`src/rtl/dma_reload_pkg.sv`:
```
package dma_reload_pkg;

  localparam int REG_AW    = 3;
  localparam int CTRL_BITS = 5;

  // Register offsets
  typedef enum logic [REG_AW-1:0] {
    REG_CTRL    = 3'd0,
    REG_STAT    = 3'd1,
    REG_CUR_A   = 3'd2,
    REG_CUR_B   = 3'd3,
    REG_CUR_CNT = 3'd4,
    REG_RLD_A   = 3'd5,
    REG_RLD_B   = 3'd6,
    REG_RLD_CNT = 3'd7
  } regSel_e;

  // Control bit positions
  localparam int CTRL_EN    = 0;
  localparam int CTRL_AUTO  = 1;
  localparam int CTRL_TCIE  = 2;
  localparam int CTRL_OVRIE = 3;
  localparam int CTRL_INDIR = 4;

  // Status bit positions
  localparam int ST_VLD = 0;
  localparam int ST_TC  = 1;
  localparam int ST_OVR = 2;

  // Strobes from control to datapath
  typedef struct packed {
    logic wrCurA;
    logic wrCurB;
    logic wrCurCnt;
    logic wrRldA;
    logic wrRldB;
    logic wrRldCnt;
    logic beat;
    logic incB;
    logic load;
    logic loadB;
  } dpStrobe_t;

  typedef struct packed {
    logic enable;
    logic autoInit;
    logic tcIrqEn;
    logic ovrIrqEn;
    logic indirect;
  } ctrl_t;

endpackage

```
`src/rtl/dma_reload_datapath.sv`:
```
module dma_reload_datapath
  import dma_reload_pkg::*;
#(
  parameter int ADDR_W = 16,
  parameter int CNT_W  = 16,
  parameter int DATA_W = 16
) (
  input  logic              clk,
  input  logic              rstN,
  input  dpStrobe_t         strobe,
  input  logic [DATA_W-1:0] wrData,
  output logic [ADDR_W-1:0] curA,
  output logic [ADDR_W-1:0] curB,
  output logic [CNT_W-1:0]  curCnt,
  output logic [ADDR_W-1:0] rldA,
  output logic [ADDR_W-1:0] rldB,
  output logic [CNT_W-1:0]  rldCnt,
  output logic              cntIsZero,
  output logic              cntIsOne
);

  localparam logic [ADDR_W-1:0] ADDR_ONE = ADDR_W'(1);
  localparam logic [CNT_W-1:0]  CNT_ONE  = CNT_W'(1);

  logic [ADDR_W-1:0] wrAddr;
  logic [CNT_W-1:0]  wrCnt;

  assign wrAddr    = wrData[ADDR_W-1:0];
  assign wrCnt     = wrData[CNT_W-1:0];
  assign cntIsZero = (curCnt == '0);
  assign cntIsOne  = (curCnt == CNT_ONE);

  // Working A address
  always_ff @(posedge clk) begin
    if (!rstN)              curA <= '0;
    else if (strobe.load)   curA <= rldA;
    else if (strobe.beat)   curA <= curA + ADDR_ONE;
    else if (strobe.wrCurA) curA <= wrAddr;
  end

  // Working B address: only touched in indirect mode
  always_ff @(posedge clk) begin
    if (!rstN)                          curB <= '0;
    else if (strobe.load && strobe.loadB) curB <= rldB;
    else if (strobe.beat && strobe.incB)  curB <= curB + ADDR_ONE;
    else if (strobe.wrCurB)               curB <= wrAddr;
  end

  // Working byte count
  always_ff @(posedge clk) begin
    if (!rstN)                curCnt <= '0;
    else if (strobe.load)     curCnt <= rldCnt;
    else if (strobe.beat)     curCnt <= curCnt - CNT_ONE;
    else if (strobe.wrCurCnt) curCnt <= wrCnt;
  end

  // Shadow reload set
  always_ff @(posedge clk) begin
    if (!rstN) begin
      rldA   <= '0;
      rldB   <= '0;
      rldCnt <= '0;
    end else begin
      if (strobe.wrRldA)   rldA   <= wrAddr;
      if (strobe.wrRldB)   rldB   <= wrAddr;
      if (strobe.wrRldCnt) rldCnt <= wrCnt;
    end
  end

  // a beat that does not reload takes exactly one off the count
  a_r4_count_step: assert property (@(posedge clk) disable iff (!rstN)
    (strobe.beat && !strobe.load) |=> (curCnt == $past(curCnt) - CNT_ONE));

  // a reload places the previous shadow values in the working set
  a_r8_load_copies: assert property (@(posedge clk) disable iff (!rstN)
    strobe.load |=> (curCnt == $past(rldCnt) && curA == $past(rldA)));

  // a flyby reload leaves B where it was
  a_r11_b_hold: assert property (@(posedge clk) disable iff (!rstN)
    (strobe.load && !strobe.loadB) |=> (curB == $past(curB)));

endmodule

```
`src/rtl/dma_reload_control.sv`:
```
module dma_reload_control
  import dma_reload_pkg::*;
(
  input  logic                 clk,
  input  logic                 rstN,
  input  logic                 regWrEn,
  input  logic [REG_AW-1:0]    regAddr,
  input  logic [CTRL_BITS-1:0] wrBits,
  input  logic                 xferReq,
  input  logic                 cntIsZero,
  input  logic                 cntIsOne,
  output dpStrobe_t            strobe,
  output ctrl_t                ctrl,
  output logic                 vld,
  output logic                 tc,
  output logic                 ovr,
  output logic                 act,
  output logic                 xferAck,
  output logic                 irqTc,
  output logic                 irqOvr
);

  logic wrCtrl, wrStat, wrRldCnt;
  logic enRise, enFall;
  logic beat, lastBeat, chain, stop;

  assign wrCtrl   = regWrEn && (regAddr == REG_CTRL);
  assign wrStat   = regWrEn && (regAddr == REG_STAT);
  assign wrRldCnt = regWrEn && (regAddr == REG_RLD_CNT);

  assign enRise = wrCtrl &&  wrBits[CTRL_EN] && !ctrl.enable;
  assign enFall = wrCtrl && !wrBits[CTRL_EN] &&  ctrl.enable;

  assign beat     = act && xferReq && !cntIsZero;
  assign lastBeat = beat && cntIsOne;
  assign chain    = lastBeat && (ctrl.autoInit || vld);
  assign stop     = lastBeat && !chain;

  // Control: full write while disabled, enable bit only while enabled
  always_ff @(posedge clk) begin
    if (!rstN) begin
      ctrl <= '0;
    end else if (wrCtrl) begin
      if (!ctrl.enable) begin
        ctrl.enable   <= wrBits[CTRL_EN];
        ctrl.autoInit <= wrBits[CTRL_AUTO];
        ctrl.tcIrqEn  <= wrBits[CTRL_TCIE];
        ctrl.ovrIrqEn <= wrBits[CTRL_OVRIE];
        ctrl.indirect <= wrBits[CTRL_INDIR];
      end else begin
        ctrl.enable   <= wrBits[CTRL_EN];
      end
    end
  end

  // Active flag and status flags
  always_ff @(posedge clk) begin
    if (!rstN) begin
      act <= 1'b0;
      vld <= 1'b0;
      tc  <= 1'b0;
      ovr <= 1'b0;
    end else begin
      if (enRise)              act <= 1'b1;
      else if (enFall || stop) act <= 1'b0;

      // A shadow-count write lands after the terminal decision
      if (wrRldCnt)                        vld <= 1'b1;
      else if (chain && !ctrl.autoInit)    vld <= 1'b0;
      else if (wrStat && wrBits[ST_VLD])   vld <= 1'b0;

      if (lastBeat)                       tc <= 1'b1;
      else if (wrStat && wrBits[ST_TC])   tc <= 1'b0;

      if (stop)                           ovr <= 1'b1;
      else if (wrStat && wrBits[ST_OVR])  ovr <= 1'b0;
    end
  end

  always_comb begin
    strobe          = '0;
    strobe.wrCurA   = regWrEn && (regAddr == REG_CUR_A)   && !act;
    strobe.wrCurB   = regWrEn && (regAddr == REG_CUR_B)   && !act;
    strobe.wrCurCnt = regWrEn && (regAddr == REG_CUR_CNT) && !act;
    strobe.wrRldA   = regWrEn && (regAddr == REG_RLD_A);
    strobe.wrRldB   = regWrEn && (regAddr == REG_RLD_B);
    strobe.wrRldCnt = wrRldCnt;
    strobe.beat     = beat;
    strobe.incB     = ctrl.indirect;
    strobe.load     = chain;
    strobe.loadB    = chain && ctrl.indirect;
  end

  assign xferAck = beat;
  assign irqTc   = tc  && ctrl.tcIrqEn;
  assign irqOvr  = ovr && ctrl.ovrIrqEn;

  // valid rises only after a shadow-count write
  a_r6_vld_source: assert property (@(posedge clk) disable iff (!rstN)
    (vld && !$past(vld)) |-> $past(regWrEn && regAddr == REG_RLD_CNT));

  // a stop leaves the channel idle with overrun set
  a_r9_stop_idle: assert property (@(posedge clk) disable iff (!rstN)
    stop |=> (!act && ovr));

  // chaining keeps the channel running with terminal count flagged
  a_r8_chain_runs: assert property (@(posedge clk) disable iff (!rstN)
    chain |=> (act && tc));

  // the channel is never active while disabled
  a_r3_act_needs_en: assert property (@(posedge clk) disable iff (!rstN)
    act |-> ctrl.enable);

  // an auto-initialize terminal count never overruns
  a_r10_auto_no_ovr: assert property (@(posedge clk) disable iff (!rstN)
    (lastBeat && ctrl.autoInit) |=> (act && $stable(ovr)));

endmodule

```
`src/rtl/dma_block_reload.sv`:
```
module dma_block_reload
  import dma_reload_pkg::*;
#(
  parameter int ADDR_W = 16,
  parameter int CNT_W  = 16,
  parameter int DATA_W = 16
) (
  input  logic              clk,
  input  logic              rstN,
  input  logic              regWrEn,
  input  logic [2:0]        regAddr,
  input  logic [DATA_W-1:0] regWrData,
  output logic [DATA_W-1:0] regRdData,
  input  logic              xferReq,
  output logic              xferAck,
  output logic [ADDR_W-1:0] busAddrA,
  output logic [ADDR_W-1:0] busAddrB,
  output logic              irqTc,
  output logic              irqOvr
);

  dpStrobe_t         strobe;
  ctrl_t             ctrl;
  logic              vld, tc, ovr, act;
  logic              cntIsZero, cntIsOne;
  logic [ADDR_W-1:0] curA, curB, rldA, rldB;
  logic [CNT_W-1:0]  curCnt, rldCnt;
  logic [CTRL_BITS-1:0] ctrlRd;
  logic [3:0]        statRd;

  dma_reload_control u_ctrl (
    .clk       (clk),
    .rstN      (rstN),
    .regWrEn   (regWrEn),
    .regAddr   (regAddr),
    .wrBits    (regWrData[CTRL_BITS-1:0]),
    .xferReq   (xferReq),
    .cntIsZero (cntIsZero),
    .cntIsOne  (cntIsOne),
    .strobe    (strobe),
    .ctrl      (ctrl),
    .vld       (vld),
    .tc        (tc),
    .ovr       (ovr),
    .act       (act),
    .xferAck   (xferAck),
    .irqTc     (irqTc),
    .irqOvr    (irqOvr)
  );

  dma_reload_datapath #(
    .ADDR_W (ADDR_W),
    .CNT_W  (CNT_W),
    .DATA_W (DATA_W)
  ) u_dp (
    .clk       (clk),
    .rstN      (rstN),
    .strobe    (strobe),
    .wrData    (regWrData),
    .curA      (curA),
    .curB      (curB),
    .curCnt    (curCnt),
    .rldA      (rldA),
    .rldB      (rldB),
    .rldCnt    (rldCnt),
    .cntIsZero (cntIsZero),
    .cntIsOne  (cntIsOne)
  );

  assign ctrlRd = {ctrl.indirect, ctrl.ovrIrqEn, ctrl.tcIrqEn, ctrl.autoInit, ctrl.enable};
  assign statRd = {act, ovr, tc, vld};

  always_comb begin
    unique case (regSel_e'(regAddr))
      REG_CTRL:    regRdData = DATA_W'(ctrlRd);
      REG_STAT:    regRdData = DATA_W'(statRd);
      REG_CUR_A:   regRdData = DATA_W'(curA);
      REG_CUR_B:   regRdData = DATA_W'(curB);
      REG_CUR_CNT: regRdData = DATA_W'(curCnt);
      REG_RLD_A:   regRdData = DATA_W'(rldA);
      REG_RLD_B:   regRdData = DATA_W'(rldB);
      REG_RLD_CNT: regRdData = DATA_W'(rldCnt);
      default:     regRdData = '0;
    endcase
  end

  assign busAddrA = curA;
  assign busAddrB = curB;

endmodule

```
`config.mk`:
```
export PLATFORM = sky130hd
export DESIGN_NAME = dma_block_reload
export DESIGN_NICKNAME = d
export VERILOG_FILES = /design/src/rtl/dma_reload_pkg.sv /design/src/rtl/dma_reload_datapath.sv /design/src/rtl/dma_reload_control.sv /design/src/rtl/dma_block_reload.sv
export SDC_FILE = /design/constraint.sdc
export NUM_CORES = 1
export LEC_CHECK = 0
export ABC_CLOCK_PERIOD_IN_PS = 6700
export BUFFER_PORTS_ARGS = -buffer_cell sky130_fd_sc_hd__clkbuf_2
export CAP_MARGIN = 10
export CORE_AREA = 2 2 112 114
export CTS_CLUSTER_SIZE = 14
export DETAILED_ROUTE_END_ITERATION = 16
export DIE_AREA = 0 0 114 116
export GPL_ROUTABILITY_DRIVEN = 0
export PLACE_DENSITY = 0.76
export SLEW_MARGIN = 30
export SYNTH_ARGS = -nofsm -noshare
export SYNTH_HDL_FRONTEND = slang
export SYNTH_HIERARCHICAL = 1
export SYNTH_SLANG_ARGS = --single-unit
```
`constraint.sdc`:
```
create_clock -name clk -period 6.7 [get_ports clk]
set_clock_uncertainty 0.2 [all_clocks]
set_input_delay 1.005 -clock clk [delete_from_list [all_inputs] [get_ports clk]]
set_output_delay 1.005 -clock clk [all_outputs]
set_load 0.1 [all_outputs]
```
==> impl_metrics.tcl <==
set metrics [dict create \
    cts.reportedPaths.clkPinSlew_ns 0.07 \
    dieArea_um2 13200 \
    yosys_warnings 6 \
    crit_fanout 34 \
    mostFrequentLayoutCell "dfxtp_1" \
    initial_core_util 0.555 \
    synthFlopType "dfxtp_1" \
    intPower_mw 1.17 \
    die_w_um 114 \
    fp.coreArea_um2 11900 \
    overflow 0 \
    synth_cell_types 88 \
    antenna_found_initial 0 \
    placed_cells 959 \
    routed_wl_um 21600 \
    worstPathArrival_ns 4.65 \
    port-buffer-count 73 \
    ios 74 \
    hold_viol 0 \
    path_class "register to register" \
    slew_viol_final 0 \
    synthArstFlopShare 0 \
    fp.dieH_um 116 \
    sw_frac_of_total 0.389 \
    fmax_ghz 0.220 \
    start_kind "register" \
    cts.sinks 105 \
    status "completed" \
    clkLatencyLatePin_ns 0.37 \
    wl_per_cell_um 22.1 \
    grt_max_degree 53 \
    syn_avg_cell_area_um2 8.41 \
    antenna_cells 0 \
    worstPathRequired_ns 6.81 \
    fin_crit_sh 0.678 \
    hpwlAfterDp_um 14700 \
    grt_first_pass_wirelength_um 33600 \
    syn_to_final_growth_pct 10.2 \
    drive_gt1_frac 0.167 \
    rows 40 \
    yosysSeqAreaShare 0.318 \
    combinationalPowerShare 0.314 \
    gr-usage-all-layers 0.327 \
    synth_cells 787 \
    layout_min_cycle_time_ns 4.54 \
    fin_nets 850 \
    via_per_inst 6.85 \
    power.density_nw_per_um2 263 \
    p_leak_nw 2.76 \
    firstDrtPassIters 6 \
    cts_made_buffers 9 \
    drc_errors 0 \
    rsz0062_at_grt "false" \
    relSlewSlack 0.377 \
    drtIter0Drc 1041 \
    min_path_type "register to register" \
    ys_ff_latch 105 \
    syn_area_um2 6620 \
    cts_buffer_depth 2 \
    pre_cts_slack_ns 2.40 \
    post-cts-setup-buffer-count 0 \
    setup_violations 0 \
    cts_resized 0 \
    setup_ws_ns 2.16 \
    maxCapViolCount 0 \
    num_vias 6682 \
    synth_nets 814 \
    pwr-share-clk 0.301 \
    crit_path_end_kind "register" \
    htree_levels 3 \
    synth_edf_count 0 \
    postCtsHoldBufs 0 \
    p_sw_uw 745 \
    cts_root_buf "clkbuf_16" \
    ir_worst_vdd_v 0.000162 \
    cts_tree "done" \
    fin_util 0.612 \
    worst_slew_pin_slew_ns 0.935 \
    tns_ns 0 \
    drtAntennaViolNets 0 \
    p_seq_frac 0.385 \
    grt_pass1_vias 6194 \
    layout_common_cells "dfxtp_1, nor2_1, mux2i_1" \
    final_cells 975 \
]
[path summary, 6_finish.rpt]
kind | startpoint | end | slack (ns) | depth (start not counted)
hold reg to reg | u_dp/rldCnt[6] | u_dp/curCnt[6] | 0.28 | 2
setup reg to reg | u_dp/curCnt[7] | u_dp/curA[4] | 2.16 | 10
hold / removal | u_dp/rldCnt[6] | u_dp/curCnt[6] | 0.28 | 2
setup / recovery | u_dp/curCnt[7] | u_dp/curA[4] | 2.16 | 10
[cell type report]
type / count / area [µm²]
clock buffer: 9 / 225
clock inverter: 7 / 95.1
timing repair buffer: 83 / 440
fill: 1034 / 4620
sequential: 105 / 2100
inverter: 16 / 60.1
tap: 147 / 184
multi-input combinational: 608 / 4180
[worst max-delay path: stages, from the launching register on]
cell      delay [ns]
dfxtp_1         0.40
nor3_2          0.42
nand3_1         0.20
nor4b_1         0.68
nand4b_1        0.40
nor2_4          0.64
buf_4           0.47
or3_1           0.40
o21ai_0         0.16
a211oi_1        0.33
a32o_1          0.17
[registers in the layout, indices dropped and copies added, names as in the netlist]
signal / cells
u_ctrl/act: 1
u_dp/curA: 16
u_ctrl/ovr: 1
u_ctrl/ctrl: 5
u_dp/rldA: 16
u_dp/rldB: 16
u_ctrl/tc: 1
u_dp/curB: 16
u_dp/curCnt: 16
u_dp/rldCnt: 16
u_ctrl/vld: 1
[per-stage QoR]
| stage | total power [mW] | instance area, µm² | hold slack (ns) |
|---|---|---|---|
| after floorplan | 1.20 | 6620 | 0.242 |
| after global placement | 1.32 | 6960 | 0.258 |
| after detailed placement | 1.33 | 6960 | 0.262 |
| after global routing | 1.98 | 7290 | 0.294 |
| final | 1.92 | 7290 | 0.278 |
| after CTS | 1.90 | 7280 | 0.271 |
[routing by layer]
layer,GRT usage,vias up,part of all wire
met2,0.510,494,0.45
li1,-,2991,-
met3,0.0669,74,0.10
met5,0,-,0
met1,0.434,3123,0.41
met4,0.158,0,0.041
[cells by family after synthesis]
logic type	Yosys count	synth area share
adder cells (fa/ha/maj)	4	0.00756
buffers and inverters	74	0.0573
XOR/XNOR	17	0.0225
multiplexers	102	0.161
AND/OR/NAND/NOR	273	0.218
flip-flops	105	0.318
AO/OA/AOI/OAI	212	0.216
[cells in the mapped netlist, drive strengths merged, types with 4 or more instances]
master / count / area share
dfxtp: 105 / 0.32
nor2: 95 / 0.054
mux2i: 89 / 0.13
o21ai: 53 / 0.040
nand2: 49 / 0.028
a21oi: 47 / 0.036
buf: 32 / 0.033
clkbuf: 26 / 0.015
nand3: 25 / 0.020
nor3: 21 / 0.018
a211oi: 16 / 0.018
inv: 16 / 0.0091
mux2: 11 / 0.019
nand4: 11 / 0.013
xnor2: 10 / 0.013
a31oi: 9 / 0.0085
and2: 9 / 0.0085
nand2b: 9 / 0.0089
nor2b: 9 / 0.0085
a221oi: 8 / 0.012
and3: 7 / 0.0066
nand3b: 7 / 0.0079
nor4: 7 / 0.0095
o211ai: 7 / 0.0079
o221ai: 7 / 0.0093
o22ai: 7 / 0.0066
xor2: 7 / 0.0093
a22oi: 6 / 0.0068
a22o: 5 / 0.0066
o22a: 5 / 0.0066
a211o: 4 / 0.0053
a21o: 4 / 0.0045
a311oi: 4 / 0.0053
and4: 4 / 0.0055
ha: 4 / 0.0076
nor3b: 4 / 0.0053
nor4b: 4 / 0.0076
or3: 4 / 0.0045
[power groups by stage]
stage / sequential (mW) / combinational (mW) / clock, mW
after floorplan: 0.830 / 0.369 / 0
after global placement: 0.746 / 0.574 / 0
after detailed placement: 0.749 / 0.582 / 0
after CTS: 0.734 / 0.584 / 0.580
after global routing: 0.743 / 0.632 / 0.602
final: 0.737 / 0.601 / 0.577
Power figures use the tool's default switching activity.
